--- src/rtl/slk_pkg.sv ---
package slk_pkg;
  localparam int unsigned MAX_LINKS = 8;

  typedef struct packed {
    logic [MAX_LINKS-1:0] rx_en;
    logic [MAX_LINKS-1:0] rx_mode;
    logic [MAX_LINKS-1:0] tx_en;
    logic [MAX_LINKS-1:0] tx_mode;
  } slk_cfg_t;
endpackage

--- src/rtl/slk_cfg_reg.sv ---
module slk_cfg_reg
  import slk_pkg::*;
#(
  parameter int unsigned NUM_RX   = 8,
  parameter int unsigned NUM_TX   = 8,
  parameter int unsigned RX_DEPTH = 8,
  parameter int unsigned TX_DEPTH = 8
) (
  input  logic        clk_i,
  input  logic        rst_ni,
  input  logic        we_i,
  input  logic [31:0] wdata_i,
  output slk_cfg_t    cfg_o,
  output logic [31:0] rdata_o
);
  localparam logic [MAX_LINKS-1:0] RX_MASK = MAX_LINKS'((1 << NUM_RX) - 1);
  localparam logic [MAX_LINKS-1:0] TX_MASK = MAX_LINKS'((1 << NUM_TX) - 1);

  slk_cfg_t cfg_q, wr_cfg;

  assign wr_cfg = slk_cfg_t'(wdata_i);

  always_ff @(posedge clk_i or negedge rst_ni) begin
    if (!rst_ni) begin
      cfg_q <= '0;
    end else if (we_i) begin
      cfg_q.rx_en   <= wr_cfg.rx_en   & RX_MASK;
      cfg_q.rx_mode <= wr_cfg.rx_mode & RX_MASK;
      cfg_q.tx_en   <= wr_cfg.tx_en   & TX_MASK;
      cfg_q.tx_mode <= wr_cfg.tx_mode & TX_MASK;
    end
  end

  assign cfg_o.rx_en = cfg_q.rx_en;
  assign cfg_o.tx_en = cfg_q.tx_en;

  // single-entry FIFO: only the "any entry" conditions make sense
  generate
    if (RX_DEPTH == 1) begin : g_rx_fixed
      assign cfg_o.rx_mode = RX_MASK;
    end else begin : g_rx_prog
      assign cfg_o.rx_mode = cfg_q.rx_mode;
    end
    if (TX_DEPTH == 1) begin : g_tx_fixed
      assign cfg_o.tx_mode = TX_MASK;
    end else begin : g_tx_prog
      assign cfg_o.tx_mode = cfg_q.tx_mode;
    end
  endgenerate

  assign rdata_o = 32'(cfg_o);


  cfg_readback_chk: assert property (@(posedge clk_i) disable iff (!rst_ni)
    we_i |=> (rdata_o[31:24] == ($past(wdata_i[31:24]) & RX_MASK)) &&
             (rdata_o[15:8]  == ($past(wdata_i[15:8])  & TX_MASK)));
endmodule

--- src/rtl/slk_cond_edge.sv ---
module slk_cond_edge #(
  parameter int unsigned N = 8
) (
  input  logic         clk_i,
  input  logic         rst_ni,
  input  logic [N-1:0] cond_i,
  input  logic [N-1:0] en_i,
  output logic         event_o
);
  logic [N-1:0] cond_q;
  logic [N-1:0] rise;

  always_ff @(posedge clk_i or negedge rst_ni) begin
    if (!rst_ni) cond_q <= '0;
    else         cond_q <= cond_i;
  end

  assign rise    = cond_i & ~cond_q & en_i;
  assign event_o = |rise;


  no_event_when_masked_chk: assert property (@(posedge clk_i) disable iff (!rst_ni)
    (en_i == '0) |-> !event_o);
endmodule

--- src/rtl/slk_pending.sv ---
module slk_pending (
  input  logic clk_i,
  input  logic rst_ni,
  input  logic enable_i,
  input  logic set_i,
  input  logic clr_i,
  output logic pend_o
);
  always_ff @(posedge clk_i or negedge rst_ni) begin
    if (!rst_ni)        pend_o <= 1'b0;
    else if (!enable_i) pend_o <= 1'b0;
    else if (set_i)     pend_o <= 1'b1;
    else if (clr_i)     pend_o <= 1'b0;
  end


  off_clears_chk: assert property (@(posedge clk_i) disable iff (!rst_ni)
    !enable_i |=> !pend_o);

  set_wins_chk: assert property (@(posedge clk_i) disable iff (!rst_ni)
    (enable_i && set_i) |=> pend_o);

  clr_chk: assert property (@(posedge clk_i) disable iff (!rst_ni)
    (enable_i && clr_i && !set_i) |=> !pend_o);

  hold_chk: assert property (@(posedge clk_i) disable iff (!rst_ni)
    (enable_i && !set_i && !clr_i) |=> (pend_o == $past(pend_o)));
endmodule

--- src/rtl/stream_link_irq_ctrl.sv ---
module stream_link_irq_ctrl
  import slk_pkg::*;
#(
  parameter int unsigned NUM_RX   = 8,
  parameter int unsigned NUM_TX   = 8,
  parameter int unsigned RX_DEPTH = 8,
  parameter int unsigned TX_DEPTH = 8
) (
  input  logic              clk_i,
  input  logic              rst_ni,
  input  logic              enable_i,
  input  logic              cfg_we_i,
  input  logic [31:0]       cfg_wdata_i,
  output logic [31:0]       cfg_rdata_o,
  input  logic              ctrl_we_i,
  input  logic              data_rd_i,
  input  logic              data_wr_i,
  input  logic [NUM_RX-1:0] rx_empty_i,
  input  logic [NUM_RX-1:0] rx_half_i,
  input  logic [NUM_TX-1:0] tx_full_i,
  input  logic [NUM_TX-1:0] tx_half_i,
  output logic [31:0]       status_o,
  output logic              rx_irq_o,
  output logic              tx_irq_o
);
  slk_cfg_t          cfg;
  logic [NUM_RX-1:0] rx_cond, rx_en, rx_mode;
  logic [NUM_TX-1:0] tx_cond, tx_en, tx_mode;
  logic              rx_event, tx_event;
  logic [7:0]        rx_half8, tx_half8;

  slk_cfg_reg #(
    .NUM_RX(NUM_RX), .NUM_TX(NUM_TX), .RX_DEPTH(RX_DEPTH), .TX_DEPTH(TX_DEPTH)
  ) i_cfg (
    .clk_i, .rst_ni, .we_i(cfg_we_i), .wdata_i(cfg_wdata_i),
    .cfg_o(cfg), .rdata_o(cfg_rdata_o)
  );

  assign rx_en   = cfg.rx_en[NUM_RX-1:0];
  assign rx_mode = cfg.rx_mode[NUM_RX-1:0];
  assign tx_en   = cfg.tx_en[NUM_TX-1:0];
  assign tx_mode = cfg.tx_mode[NUM_TX-1:0];

  // mode 1: not empty / not full; mode 0: at least half / below half
  assign rx_cond = (rx_mode & ~rx_empty_i) | (~rx_mode & rx_half_i);
  assign tx_cond = (tx_mode & ~tx_full_i)  | (~tx_mode & ~tx_half_i);

  slk_cond_edge #(.N(NUM_RX)) i_rx_edge (
    .clk_i, .rst_ni, .cond_i(rx_cond), .en_i(rx_en), .event_o(rx_event)
  );
  slk_cond_edge #(.N(NUM_TX)) i_tx_edge (
    .clk_i, .rst_ni, .cond_i(tx_cond), .en_i(tx_en), .event_o(tx_event)
  );

  slk_pending i_rx_pend (
    .clk_i, .rst_ni, .enable_i, .set_i(rx_event),
    .clr_i(data_rd_i | ctrl_we_i), .pend_o(rx_irq_o)
  );
  slk_pending i_tx_pend (
    .clk_i, .rst_ni, .enable_i, .set_i(tx_event),
    .clr_i(data_wr_i | ctrl_we_i), .pend_o(tx_irq_o)
  );

  always_comb begin
    rx_half8 = '0;
    tx_half8 = '0;
    rx_half8[NUM_RX-1:0] = rx_half_i;
    tx_half8[NUM_TX-1:0] = tx_half_i;
  end

  assign status_o = {tx_half8, rx_half8, 16'h0000};


  status_layout_chk: assert property (@(posedge clk_i) disable iff (!rst_ni)
    (status_o[15:0] == 16'h0000) && (status_o[23:16] == 8'(rx_half_i)));
endmodule

--- config.mk ---
export PLATFORM = sky130hd
export DESIGN_NAME = stream_link_irq_ctrl
export DESIGN_NICKNAME = d
export VERILOG_FILES = /design/src/rtl/slk_pkg.sv /design/src/rtl/slk_cfg_reg.sv /design/src/rtl/slk_cond_edge.sv /design/src/rtl/slk_pending.sv /design/src/rtl/stream_link_irq_ctrl.sv
export SDC_FILE = /design/constraint.sdc
export NUM_CORES = 1
export LEC_CHECK = 0
export BUFFER_PORTS_ARGS = -buffer_cell sky130_fd_sc_hd__buf_2
export CELL_PAD_IN_SITES_DETAIL_PLACEMENT = 1
export CELL_PAD_IN_SITES_GLOBAL_PLACEMENT = 2
export CORE_UTILIZATION = 25
export DETAILED_ROUTE_END_ITERATION = 6
export PLACE_DENSITY = 0.71
export SETUP_SLACK_MARGIN = 0.02
export SYNTH_ARGS = -nofsm -noshare
export SYNTH_HDL_FRONTEND = slang
export SYNTH_HIERARCHICAL = 1
export SYNTH_SLANG_ARGS = --single-unit
--- constraint.sdc ---
create_clock -name clk_i -period 1.4 [get_ports clk_i]
set_clock_uncertainty 0.1 [all_clocks]
set_input_delay 0.28 -clock clk_i [delete_from_list [all_inputs] [get_ports clk_i]]
set_output_delay 0.28 -clock clk_i [all_outputs]
set_load 0.005 [all_outputs]
==> results of run 1 <==
-- cells in the final DEF, fill, tap and decap left out, drive strengths merged --
master,synthesis,layout
buf,68,132
or2,2,2
o22ai,8,8
nor2,4,4
mux2i,16,16
dfrtp,50,50
mux2,32,32
o21a,2,2
nor2b,2,2
inv,8,8
bufinv,0,2
clkbuf,0,6
dlygate4sd3,0,1
nand2,18,18
conb,1,16
-- power groups by stage --
stage	clock network [W]	registers [W]	logic, W
after detailed placement	0	0.00172	0.000658
after CTS	0.00130	0.00170	0.000667
after global placement	0	0.00172	0.000649
after floorplan	0	0.00170	0.000537
after global routing	0.00136	0.00172	0.000779
final	0.00125	0.00170	0.000704
-- final cells by class --
| type | count | area, µm² | area share (%) |
|---|---|---|---|
| Clock buffer | 6 | 82.6 | 2.53 |
| Clock inverter | 2 | 60.1 | 1.84 |
| Inverter | 8 | 30.0 | 0.920 |
| Multi-Input combinational cell | 100 | 927 | 28.4 |
| Sequential cell | 50 | 1250 | 38.3 |
| Tap cell | 136 | 170 | 5.21 |
| Timing Repair Buffer | 133 | 742 | 22.7 |
-- kinds of logic after synthesis --
| logic type | after synthesis | share of synthesized area [%] |
|---|---|---|
| flops | 50 | 47.1 |
| buf+inv | 76 | 21.9 |
| mux | 48 | 23.8 |
| compound gates | 10 | 2.45 |
| other cells | 1 | 0.141 |
| simple gates | 26 | 4.61 |
-- worst paths after layout --
path	from	to	slack, ns	cells past startpoint
worst max-delay path	i_cfg/cfg_o[6]	i_tx_pend/pend_o	0.06	6
min in group asynchronous	rst_ni	i_cfg/cfg_o[0]	0.38	3
max in group asynchronous	rst_ni	i_rx_pend/pend_o	0.58	3
worst min register to register	i_cfg/cfg_o[3]	i_tx_edge/cond_q[3]	0.42	1
worst min-delay path	tx_full_i[3]	i_tx_edge/cond_q[3]	0.06	2
worst max register to register	i_cfg/cfg_o[6]	i_tx_pend/pend_o	0.06	6
-- state kept, by name, summed over array words and instances, names as in the netlist --
register and count:
i_cfg/cfg_o 32, i_rx_edge/cond_q 8, i_tx_edge/cond_q 8, i_rx_pend/pend_o 1, i_tx_pend/pend_o 1
-- cells in the mapped netlist --
cell     instances
buf_12           3
or2_1            2
dfrtp_1         50
buf_6            1
nor2b_4          2
conb_1           1
buf_4           64
nand2_1         18
mux2_2           2
o21a_1           2
o22ai_1          8
mux2i_1         16
mux2_4          30
inv_1            8
nor2_1           4
-- worst max-delay path: stages (launching register included) --
cell and delay [ns]:
dfrtp_1 0.41, mux2i_2 0.28, nand2_1 0.10, o22ai_2 0.17, nor2_2 0.06, nand2_1 0.05, o21a_1 0.11
-- metal layers --
metal	wire length [µm]	share of wire, %	track usage [%]	up-vias
met1	2370	44	13.0	806
li1	-	-	-	780
met3	315	5.8	2.37	9
met2	2660	49	16.3	70
met5	13	0.24	0	-
met4	74	1.4	3.62	2
-- metrics by stage --
stage | setup TNS [ns] | hold WS (ns)
after global routing | -0.0457 | 0.0492
after floorplan | 0 | -0.116
after global placement | -0.00873 | 0.192
after detailed placement | 0 | 0.198
after CTS | 0 | 0.0506
final | 0 | 0.0618
-- repair_timing --
| item | in CTS | in global routing |
|---|---|---|
| hold buffers | 1 | 0 |
| setup buffers | 0 | 8 |
| setup endpoints to repair | 2 | 3 |
| endpoints found under the hold margin | 50 | 0 |
| gates resized for setup | 2 | 10 |
==> impl_metrics.ini, run 1 <==
[outcome]
status = completed

[placement]
portBuffers = 120
post_dp_cell_area_mm2 = 0.00300
dp_hpwl_um = 4140
dp.cells = 418
gp_routability_congestion = 0.674
place_ws_ns = 0.0202

[sta]
hold_violations = 0
fin_crit_ns = 1.34
fin_crit_sh_pct = 95.7
maxSlewViolCount = 0
finalSetupViolCount = 0
fin_ws_ns = 0.0606
max_freq_mhz = 747
rsz0062_at_grt = true

[clocking]
numCtsBuffers = 5
cts_root_buf = clkbuf_8
clk_path_buf_depth = 2
htreeDepth = 2
cts_tree = built
clkSlewWorstSetupHoldPaths_ns = 0.10
cts_sinks = 50
worstSkewPairLatency_ns = 0.30

[die]
initial_utilization_pct = 25.7
pin_count = 137
num_rows = 37
die_area_mm2 = 0.0110
fp.coreArea_mm2 = 0.0103
die_h_um = 105
die_w_um = 105

[detailed_routing]
drc = 0
first_pass_iters = 4
via_per_inst = 3.83
drt_iter0_markers = 30
routedWlPerCell_um = 12.5
final_antenna_net_count = 0
drt_wl_total_um = 5440
num_vias = 1667

[power]
clkPwrFrac_pct = 34.3
switching_power_w = 0.000867
internal_power_w = 0.00278
p_seq_share_pct = 46.5
sw_frac_of_total_pct = 23.7
comb_power_share_pct = 19.3
max-vdd-ir-drop_mv = 0.422
power_density_mw_per_mm2 = 1120
total_power_w = 0.00365
p_leak_nw = 1.72

[yosys]
synth.distinct_cells = 15
synthTopCellsByArea = dfrtp_1 47%, buf_4 18%, mux2_4 17%
synth_top_area_share_pct = 47.1
yosys.area.top_type = dfrtp_1
syn_inst = 211
ys_ff_latch = 50
syn_area_mm2 = 0.00266
synth_warnings = 6
syn_avg_cell_area_um2 = 12.6
yosysSeqAreaShare_pct = 47.1

[cells_and_area]
drive_gt1_share_pct = 61.9
fillers = 1168
post-route-util_pct = 31.6
nNetsFinal = 369
design_area_mm2 = 0.00326
areaGrowthSynthToFinish_pct = 22.8
layout.cells.non_filler = 435
diodes = 0

[setup_path]
cp.required_ns = 1.55
cp.arrival_ns = 1.49
crit_type = flop to flop
crit_fanout = 3
cp-end-kind = flop
start_kind = flop

[global_routing]
grtUsageTotal_pct = 10.0
grt_pass1_vias = 1682
grt_max_degree = 51
grt_pass1_wl_um = 8710
global_route.overflow_total = 0
antenna_found_initial = 1

[hold_path]
min_path_type = input pin to flop

[job]
maxCapViolations = 0
No activity file was read; power rests on OpenSTA's default activity.
==> run 2, diff against run 1 <==
--- a/config.mk
+++ b/config.mk
@@ -10,6 +10,7 @@
 export CELL_PAD_IN_SITES_GLOBAL_PLACEMENT = 2
 export CORE_UTILIZATION = 25
 export DETAILED_ROUTE_END_ITERATION = 6
+export GPL_ROUTABILITY_DRIVEN = 0
 export PLACE_DENSITY = 0.71
 export SETUP_SLACK_MARGIN = 0.02
 export SYNTH_ARGS = -nofsm -noshare
==> constraint.sdc (replaced) <==
create_clock -name clk_i -period 1.5 [get_ports clk_i]
set_clock_uncertainty 0.1 [all_clocks]
set_input_delay 0.3 -clock clk_i [delete_from_list [all_inputs] [get_ports clk_i]]
set_output_delay 0.3 -clock clk_i [all_outputs]
set_load 0.005 [all_outputs]
==> run 2 against run 1 <==
- power decreased by 8.2%
- fmax is 0.39% lower
- sequential share of layout area is 1.5 points higher
- via count fell by 1.3%
- worst hold slack improved by 0.031 ns
- first-iteration DRC count is 33% lower
- non-clock buffer count shrank 9
- wire length down 2.1%
- largest power group unchanged
==> impl_metrics.ini, run 2 (same netlist as run 1, synthesis figures left out) <==
[clocking]
clk_path_buf_depth = 2
htreeDepth = 2
cts_tree = built
clkSlewWorstSetupHoldPaths_ns = 0.10
numCtsBuffers = 5
worstSkewPairLatency_ns = 0.30
cts_sinks = 50
cts_root_buf = clkbuf_8

[setup_path]
cp.required_ns = 1.65
crit-reg2reg-launch = i_cfg/cfg_o[6]
critPathSlowestCell = dfrtp_1
path_delay_family = flip-flops
crit_type = flop to flop
crit_path_frequent_cell = nand2_1
cp.arrival_ns = 1.49
max_stage_delay_ns = 0.42
cp_num_buf_inv = 0
crit_fanout = 3
reg2reg_depth = 6
timing.rr.end = i_tx_pend/pend_o
r2r_setup_slack_ns = 0.16
cp-end-kind = flop
crit_chain = mux2i_2, nand2_1, o22ai_2, nor2_1, nand2_1, o21a_1
start_kind = flop

[placement]
portBuffers = 120
dp_hpwl_um = 4030
dp.cells = 416

[hold_path]
hold_depth = 2
min_to = i_rx_edge/cond_q[2]
min-delay-start = rx_empty_i[2]
min_path_type = input pin to flop

[power]
sw_frac_of_total_pct = 23.8
p_seq_share_pct = 47.2
comb_power_share_pct = 17.8
max-vdd-ir-drop_mv = 0.373
p_leak_nw = 1.68
switching_power_w = 0.000797
power_density_mw_per_mm2 = 1070
clkPwrFrac_pct = 35.0
internal_power_w = 0.00255

[detailed_routing]
num_vias = 1646
drt_iter0_markers = 20
via_per_inst = 3.86
first_pass_iters = 2
drt_wl_total_um = 5330
drc = 0
final_antenna_net_count = 0
routedWlPerCell_um = 12.5

[sta]
rsz0062_at_grt = false
fin_tns_setup_ns = 0
hold_violations = 0
finalSetupViolCount = 0
fin_crit_sh_pct = 89.6
max_freq_mhz = 744
fin_crit_ns = 1.34
maxSlewViolCount = 0

[cells_and_area]
diodes = 0
mostFrequentLayoutCell = buf_2
areaGrowthSynthToFinish_pct = 18.3
final_cell_mix = 120 x buf_2, 50 x dfrtp_1, 30 x mux2_4, 18 x nand2_1, 16 x conb_1
layout.cells.non_filler = 426
largest_reg_flops = 32
drive_gt1_share_pct = 57.6
nNetsFinal = 360

[global_routing]
grt_pass1_vias = 1707
grt_pass1_wl_um = 8540
antenna_found_initial = 1
global_route.overflow_total = 0
grtUsageTotal_pct = 9.92
grt_max_degree = 51

[die]
die_area_mm2 = 0.0110
num_rows = 37
die_w_um = 105
pin_count = 137
fp.coreArea_mm2 = 0.0103
initial_utilization_pct = 25.7
die_h_um = 105

[outcome]
status = completed

[job]
maxCapViolations = 0
[run 2: cell types whose count changed in the layout (fill, tap and decap cells not counted), sizes merged]
cell / change
buf: -9
[run 2: metal layers]
layer | GRT usage [%] | routed length [µm]
met1 | 12.0 | 2270
met2 | 17.2 | 2710
met3 | 2.62 | 287
met4 | 3.02 | 38
met5 | 0 | 17
[run 2: worst max-delay path by stage]
stage / startpoint / to / slack, ns / cells past startpoint
floorplan: i_cfg/cfg_o[19] / i_rx_pend/pend_o / 0.35 / 6
global placement: i_cfg/cfg_o[6] / i_tx_pend/pend_o / 0.13 / 6
detailed placement: i_cfg/cfg_o[6] / i_tx_pend/pend_o / 0.10 / 6
CTS: i_cfg/cfg_o[6] / i_tx_pend/pend_o / 0.09 / 6
global route: i_cfg/cfg_o[2] / i_tx_pend/pend_o / 0.05 / 6
finish: i_cfg/cfg_o[6] / i_tx_pend/pend_o / 0.16 / 6
[run 2: worst reg2reg max path, delay by kind of cell (launching register included)]
| kind | cells | cell delay (ns) |
|---|---|---|
| multiplexers | 1 | 0.30 |
| AO/OA/AOI/OAI | 2 | 0.25 |
| AND/OR/NAND/NOR | 3 | 0.23 |
| flip-flops | 1 | 0.42 |
[run 2: power groups by stage]
stage / clock network (W) / logic, W / registers [W]
floorplan: 0 / 0.000502 / 0.00158
global placement: 0 / 0.000593 / 0.00160
detailed placement: 0 / 0.000601 / 0.00161
CTS: 0.00123 / 0.000606 / 0.00158
global route: 0.00127 / 0.000661 / 0.00160
finish: 0.00117 / 0.000596 / 0.00158
[run 2: final cells by class]
type,count,area (µm²)
clock buffer,6,82.6
clock inverter,2,60.1
fill,1202,7180
inverter,8,30.0
multi-input combinational,100,891
sequential,50,1250
tap,136,170
timing repair buffer,124,658
[run 2: per-stage QoR]
| step | total power (W) | hold slack (ns) | area [µm²] | utilization [%] | setup WS, ns |
|---|---|---|---|---|---|
| final | 0.00335 | 0.0926 | 3140 | 30.4 | 0.155 |
| after detailed placement | 0.00221 | 0.217 | 2970 | 28.8 | 0.102 |
| after global routing | 0.00353 | 0.0774 | 3140 | 30.4 | 0.0509 |
| after CTS | 0.00342 | 0.0813 | 3130 | 30.3 | 0.0881 |
| after global placement | 0.00220 | 0.214 | 2970 | 28.8 | 0.126 |
| after floorplan | 0.00209 | -0.0956 | 2710 | - | 0.347 |
[run 2: timing repair]
item,in CTS,in global routing
hold buffers,1,0
setup endpoints to repair,0,1
endpoints found under the hold margin,50,0
gates resized for setup,0,2
setup buffers,0,1
